### src/rtl/pit_pkg.sv
package pit_pkg;
    // interrupt state machine encoding
    typedef enum logic {
        ST_QUIET  = 1'b0,
        ST_RAISED = 1'b1
    } irq_state_e;

    // word addresses of the register port
    localparam int REG_RELOAD = 0;
    localparam int REG_ACK    = 1;
endpackage

### src/rtl/pit_prescaler.sv
// Divides the system clock down to a one-cycle pulse once per millisecond.
module pit_prescaler #(
    parameter int DIV = 1000
) (
    input  logic clk,
    input  logic rst_n,
    input  logic restart,
    output logic tick
);
    generate
        if (DIV <= 1) begin : g_bypass
            logic unused_restart;
            assign unused_restart = restart;
            assign tick = 1'b1;
        end else begin : g_count
            localparam int CW = $clog2(DIV);
            localparam logic [CW-1:0] LAST = CW'(DIV - 1);
            logic [CW-1:0] cnt;

            always_ff @(posedge clk or negedge rst_n) begin
                if (!rst_n) begin
                    cnt <= '0;
                end else if (restart || cnt == LAST) begin
                    cnt <= '0;
                end else begin
                    cnt <= cnt + 1'b1;
                end
            end

            assign tick = (cnt == LAST);
        end
    endgenerate
endmodule

### src/rtl/pit_interval.sv
// Counts milliseconds left in the current interval; reloads itself on expiry.
module pit_interval #(
    parameter int RELOAD_W = 9
) (
    input  logic                clk,
    input  logic                rst_n,
    input  logic                tick,
    input  logic                restart,
    input  logic [RELOAD_W-1:0] load_val,
    input  logic [RELOAD_W-1:0] reload_q,
    output logic                expire
);
    logic [RELOAD_W-1:0] left;

    always_ff @(posedge clk or negedge rst_n) begin
        if (!rst_n) begin
            left <= '0;
        end else if (restart) begin
            left <= load_val;
        end else if (tick) begin
            if (left == '0) begin
                left <= reload_q;
            end else begin
                left <= left - 1'b1;
            end
        end
    end

    // a restart in the same cycle cancels the expiry
    assign expire = tick && (left == '0) && !restart;
endmodule

### src/rtl/pit_regs.sv
// Register decode: reload register storage, acknowledge strobe, read mux.
module pit_regs
    import pit_pkg::*;
#(
    parameter int DATA_W   = 32,
    parameter int ADDR_W   = 2,
    parameter int RELOAD_W = 9
) (
    input  logic                clk,
    input  logic                rst_n,
    input  logic                req_valid,
    input  logic                req_write,
    input  logic [ADDR_W-1:0]   req_addr,
    input  logic [DATA_W-1:0]   req_wdata,
    output logic [DATA_W-1:0]   rd_data,
    output logic [RELOAD_W-1:0] reload_q,
    output logic [RELOAD_W-1:0] load_val,
    output logic                wr_reload,
    output logic                rd_ack
);
    logic hit_reload;
    logic hit_ack;
    logic unused_hi;

    assign hit_reload = (req_addr == ADDR_W'(REG_RELOAD));
    assign hit_ack    = (req_addr == ADDR_W'(REG_ACK));
    assign wr_reload  = req_valid && req_write && hit_reload;
    assign rd_ack     = req_valid && !req_write && hit_ack;
    assign load_val   = req_wdata[RELOAD_W-1:0];
    assign unused_hi  = ^req_wdata[DATA_W-1:RELOAD_W];

    always_ff @(posedge clk or negedge rst_n) begin
        if (!rst_n) begin
            reload_q <= '0;
        end else if (wr_reload) begin
            reload_q <= load_val;
        end
    end

    always_comb begin
        rd_data = '0;
        if (hit_reload) begin
            rd_data[RELOAD_W-1:0] = reload_q;
        end
    end
endmodule

### src/rtl/pit_irq_fsm.sv
// Level interrupt state machine: FIRE / ACK / RELOAD / HOLD.
module pit_irq_fsm
    import pit_pkg::*;
(
    input  logic clk,
    input  logic rst_n,
    input  logic expire,
    input  logic wr_reload,
    input  logic rd_ack,
    output logic irq
);
    irq_state_e state, state_nx;

    always_comb begin
        state_nx = state;
        unique case (state)
            ST_QUIET: begin
                if (wr_reload)   state_nx = ST_QUIET;   // RELOAD
                else if (expire) state_nx = ST_RAISED;  // FIRE
            end
            ST_RAISED: begin
                if (wr_reload)   state_nx = ST_QUIET;   // RELOAD
                else if (expire) state_nx = ST_RAISED;  // HOLD, expiry beats ack
                else if (rd_ack) state_nx = ST_QUIET;   // ACK
            end
            default: state_nx = ST_QUIET;
        endcase
    end

    always_ff @(posedge clk or negedge rst_n) begin
        if (!rst_n) begin
            state <= ST_QUIET;
        end else begin
            state <= state_nx;
        end
    end

    always_comb begin
        irq = (state == ST_RAISED);
    end
endmodule

### src/rtl/pit_timer.sv
// Top: programmable periodic interval timer.
module pit_timer #(
    parameter int CLK_HZ   = 100_000_000,
    parameter int DATA_W   = 32,
    parameter int ADDR_W   = 2,
    parameter int RELOAD_W = 9
) (
    input  logic              clk,
    input  logic              rst_n,
    input  logic              req_valid,
    input  logic              req_write,
    input  logic [ADDR_W-1:0] req_addr,
    input  logic [DATA_W-1:0] req_wdata,
    output logic [DATA_W-1:0] rd_data,
    output logic              irq
);
    localparam int DIV = CLK_HZ / 1000;

    logic [RELOAD_W-1:0] reload_q;
    logic [RELOAD_W-1:0] load_val;
    logic                wr_reload;
    logic                rd_ack;
    logic                tick;
    logic                expire;

    pit_regs #(
        .DATA_W  (DATA_W),
        .ADDR_W  (ADDR_W),
        .RELOAD_W(RELOAD_W)
    ) u_regs (
        .clk      (clk),
        .rst_n    (rst_n),
        .req_valid(req_valid),
        .req_write(req_write),
        .req_addr (req_addr),
        .req_wdata(req_wdata),
        .rd_data  (rd_data),
        .reload_q (reload_q),
        .load_val (load_val),
        .wr_reload(wr_reload),
        .rd_ack   (rd_ack)
    );

    pit_prescaler #(.DIV(DIV)) u_pre (
        .clk    (clk),
        .rst_n  (rst_n),
        .restart(wr_reload),
        .tick   (tick)
    );

    pit_interval #(.RELOAD_W(RELOAD_W)) u_ivl (
        .clk     (clk),
        .rst_n   (rst_n),
        .tick    (tick),
        .restart (wr_reload),
        .load_val(load_val),
        .reload_q(reload_q),
        .expire  (expire)
    );

    pit_irq_fsm u_fsm (
        .clk      (clk),
        .rst_n    (rst_n),
        .expire   (expire),
        .wr_reload(wr_reload),
        .rd_ack   (rd_ack),
        .irq      (irq)
    );
endmodule

### config.mk
export PLATFORM = sky130hd
export DESIGN_NAME = pit_timer
export DESIGN_NICKNAME = d
export VERILOG_FILES = /design/src/rtl/pit_pkg.sv /design/src/rtl/pit_prescaler.sv /design/src/rtl/pit_interval.sv /design/src/rtl/pit_regs.sv /design/src/rtl/pit_irq_fsm.sv /design/src/rtl/pit_timer.sv
export SDC_FILE = /design/constraint.sdc
export NUM_CORES = 1
export LEC_CHECK = 0
export BUFFER_PORTS_ARGS = -buffer_cell sky130_fd_sc_hd__buf_2
export CAP_MARGIN = 20
export CELL_PAD_IN_SITES_DETAIL_PLACEMENT = 2
export CELL_PAD_IN_SITES_GLOBAL_PLACEMENT = 2
export CORE_MARGIN = 2
export CORE_UTILIZATION = 31
export CTS_CLUSTER_DIAMETER = 100
export DETAILED_ROUTE_END_ITERATION = 8
export PLACE_DENSITY = 0.85
export RECOVER_POWER = 25
export SETUP_SLACK_MARGIN = 0.05
export SLEW_MARGIN = 20
export SYNTH_ARGS = -nofsm -noshare
export SYNTH_HDL_FRONTEND = slang
export SYNTH_SLANG_ARGS = --single-unit
### constraint.sdc
create_clock -name clk -period 4.45 [get_ports clk]
set_input_delay 0.2225 -clock clk [delete_from_list [all_inputs] [get_ports clk]]
set_output_delay 0.2225 -clock clk [all_outputs]
set_load 0.01 [all_outputs]
==> metrics.md <==
| Metric | Value |
|---|---|
| Status | `finished, violations left` |
| Violated checks | `max-capacitance violations, max-slew violations` |
| CTS clk-pin slew, worst paths | `roughly 0.080 ns` |
| Number of flops mapped to enable cells by yosys | `0` |
| Portion of netlist area occupied by mux cells | `less than 1%` |
| Core footprint | `around 6300 um^2` |
| Die area | `between 7000 and 8000 um^2` |
| Ys flop type | `dfrtp_1` |
| Max_slew headroom | `-32.3%` |
| Clock Sinks | `36` |
| H-tree depth | `2` |
| Syn_area_per_cell | `8.89 um^2` |
| HP Class | `in -> reg` |
| # Post-CTS Setup Buffers | `0` |
| Filler cells | `735` |
| Final setup viols | `0` |
| DRC errors left | `0` |
| Setup TNS | `0 ns` |
| Post-Synth XOR/XNOR Area | `6.94%` |
| Ant. Diodes | `0` |
| Clock buffer depth | `2` |
| Gp weighted congestion | `between 0.7 and 0.8` |
| Post-CTS Resized | `0` |
| Setup Skew | `a little over 0.009 ns` |
| Data required, critical path | `4.63 ns` |
| Critical-path cell list | `nor4b_1 -> nand4_1 -> nand2_1 -> o21ai_0 -> a22o_1` |
| Core Util, Final | `a little over a third` |
| Leakage | `0.00106 uW` |
| Die width | `84.7 um` |
| Initial Util | `a little under a third` |
| Clock period minus worst slack | `around 2.7 ns` |
| Post-synth ARST share | `100%` |
| Synthesized flop and latch total | `36` |
| Largest net degree at the start of global routing | `37` |
| Hpwl dp | `~3.6 mm` |
| Worst setup SP type | `register` |
| CP Max Fanout | `16` |
| CP peak stage delay | `0.70 ns` |
| Tot GR Track Use | `between 15 and 20%` |
| TritonRoute pass-1 iters | `4` |
| Layout area overhead | `9.86%` |
| F_max | `between 300 and 400 MHz` |
| Antenna-violating nets left | `0` |
| Cts hold-fix bufs | `0` |
| DR iter-0 viols | `38` |
| Ratio of cells with drive above 1 in the final layout | `about an eighth` |
| Initial antenna violation count | `0` |
| Arrival time at the worst endpoint | `2.92 ns` |
| Final Max Slew Viols | `37` |
| RSZ-0062 raised after global routing | `no` |
| Via density | `around 5.0` |
| Unique cell type count in the Yosys netlist | `38` |
| Largest family of logic cells by synthesized area | `simple AND/OR/NAND/NOR gates` |
| Ports | `between 70 and 80` |
| Total Wirelength | `5.10 mm` |
| Nets | `roughly 290` |
| CTS tree | `done` |
| Clock latency on the worst-skew pair | `~0.3 ns` |
| Worst VDD drop | `about 0.21 mV` |
| Post-Synth Adder-Cell Area | `1.24%` |
| WL/cell | `15.6 um` |
| PortBufs | `24` |
| CP max-delay cell | `nand2_1` |
| Num rows | `29` |
| Post-synth design cell area | `between 2000 and 2500 um^2` |
| Family with the most delay on the worst path | `simple AND/OR/NAND/NOR gates` |
| Max cap viols | `1` |
| First-pass GRT wire length | `~8.7 mm` |
| Clock Tree Root | `clkbuf_8` |
| Routed vias | `1647` |
| Seq/Total Area, Yosys | `approximately 45%` |
| Vias in the first global route | `between 1500 and 2000` |
| Die H | `roughly 85 um` |
| Compound-Gate Fraction of Synth Area | `about 8.4%` |
| Syn Inst Count | `roughly 230` |
| Synth warn | `0` |
| CP Buf/Inv Count | `0` |
| Setup crit end kind | `register` |
| Slew at the pin with the worst max-slew slack | `roughly 2.0 ns` |
| Grt ovf | `0` |
| Fin. Hold Viols | `0` |
| Simple-gate share of the synthesized area | `between 20% and 30%` |
| Crit share post-route | `about 60%` |
| Area after DPL | `between 2000 and 2500 um^2` |
| TritonCTS Buffers | `5` |
| Setup CP Type | `reg -> reg` |
| Fin area | `2220 um^2` |
| PwrDens | `~400 nW/um^2` |
## flip-flops by register name (all words and copies together), names as in the netlist
register	flops
u_fsm.irq	1
u_ivl.left	9
u_pre.g_count.cnt	17
u_regs.reload_q	9
## cells by family after synthesis
group,count (synthesis)
buffers and inverters,34
XOR/XNOR,16
multiplexers,1
other,1
AND/OR/NAND/NOR,110
AO/OA/AOI/OAI,27
adder cells (fa/ha/maj),2
flip-flops,36
## per-stage QoR
stage	setup slack (ns)	instances	power [uW]	hold WS (ns)
after global placement	1.67	321	628	0.364
final	1.71	328	894	0.126
after detailed placement	1.64	321	643	0.373
after CTS	1.70	328	907	0.0488
after global routing	1.37	328	957	0.157
after floorplan	2.43	249	590	-0.0731
## metal layers
| metal | track usage, % | wire length, um | vias up |
|---|---|---|---|
| li1 | - | - | 777 |
| met1 | 19.2 | 2230 | 835 |
| met2 | 26.7 | 2630 | 27 |
| met3 | 2.65 | 156 | 8 |
| met4 | 5.77 | 81 | 0 |
| met5 | 0 | 0 | - |
## layout by cell type (no fill, tap or decap), drive strengths merged
cell type  synthesis  routed
dfrtp             36      36
nand2             34      34
nor2              28      28
conb               1      23
buf               23      23
xor2              11      11
o21ai             10      10
nor3               9       9
nand3              8       8
clkbuf             6       8
and2               7       7
a21oi              6       6
inv                5       5
xnor2              5       5
and4               4       4
nand4              4       4
or4                4       4
nor4bb             2       2
and3               2       2
or3                2       2
a31oi              2       2
a22o               2       2
ha                 2       2
nor4b              1       1
nor3b              1       1
or4bb              1       1
or4b               1       1
or2                1       1
nor2b              1       1
a32o               1       1
a211oi             1       1
o211ai             1       1
a2bb2oi            1       1
a22oi              1       1
o41ai              1       1
mux2i              1       1
o311ai             1       1
## synth_stat cells, types with 2 or more instances
master | count | area, um^2
and2_1 | 7 | 43.8
and3_1 | 2 | 12.5
nor4bb_1 | 2 | 20.0
nand2_1 | 34 | 128
and4_1 | 4 | 35.0
a21oi_1 | 6 | 30.0
nand4_1 | 4 | 25.0
inv_1 | 5 | 18.8
or3_1 | 2 | 12.5
buf_4 | 23 | 173
a22o_1 | 2 | 17.5
xnor2_1 | 5 | 43.8
xor2_1 | 11 | 96.3
nor2_1 | 28 | 105
clkbuf_1 | 6 | 22.5
a31oi_1 | 2 | 12.5
o21ai_0 | 10 | 50.1
nand3_1 | 8 | 40.0
nor3_1 | 8 | 40.0
dfrtp_1 | 36 | 901
ha_1 | 2 | 25.0
or4_1 | 4 | 30.0
## path summary, 6_finish.rpt
| check | start | slack [ns] | endpoint | depth (start not counted) |
|---|---|---|---|---|
| worst max register to register | u_pre.g_count.cnt[11]$_DFF_PN0_ | 1.71 | u_ivl.left[2]$_DFFE_PN0N_ | 5 |
| worst min register to register | u_pre.g_count.cnt[0]$_DFF_PN0_ | 0.50 | u_pre.g_count.cnt[0]$_DFF_PN0_ | 1 |
| worst min-delay path | req_wdata[5] | 0.13 | u_regs.reload_q[5]$_DFFE_PN0P_ | 3 |
| max in group asynchronous | rst_n | 2.83 | u_ivl.left[6]$_DFFE_PN0N_ | 1 |
| min in group asynchronous | rst_n | 0.48 | u_pre.g_count.cnt[10]$_DFF_PN0_ | 1 |
| worst max-delay path | u_pre.g_count.cnt[11]$_DFF_PN0_ | 1.71 | u_ivl.left[2]$_DFFE_PN0N_ | 5 |
## where the power goes
| part | switching, uW | leakage [uW] | internal, uW |
|---|---|---|---|
| logic | 103 | 0.000547 | 79.5 |
| registers | 66.0 | 0.000464 | 387 |
| clock network | 120 | 0.0000503 | 138 |
## final cells by class
type | count | area, um^2 | area share, %
Timing Repair Buffer | 24 | 119 | 5.36
Inverter | 5 | 18.8 | 0.846
Tap cell | 77 | 96.3 | 4.35
Sequential cell | 36 | 901 | 40.6
Clock buffer | 7 | 96.3 | 4.35
Multi-Input combinational cell | 179 | 986 | 44.5
## tightest hold or removal path, stage by stage
cell and delay (ns):
buf_2 0.09, nand2_1 0.04, nand2_1 0.05
Note: power is estimated with default switching activity, not from simulation.
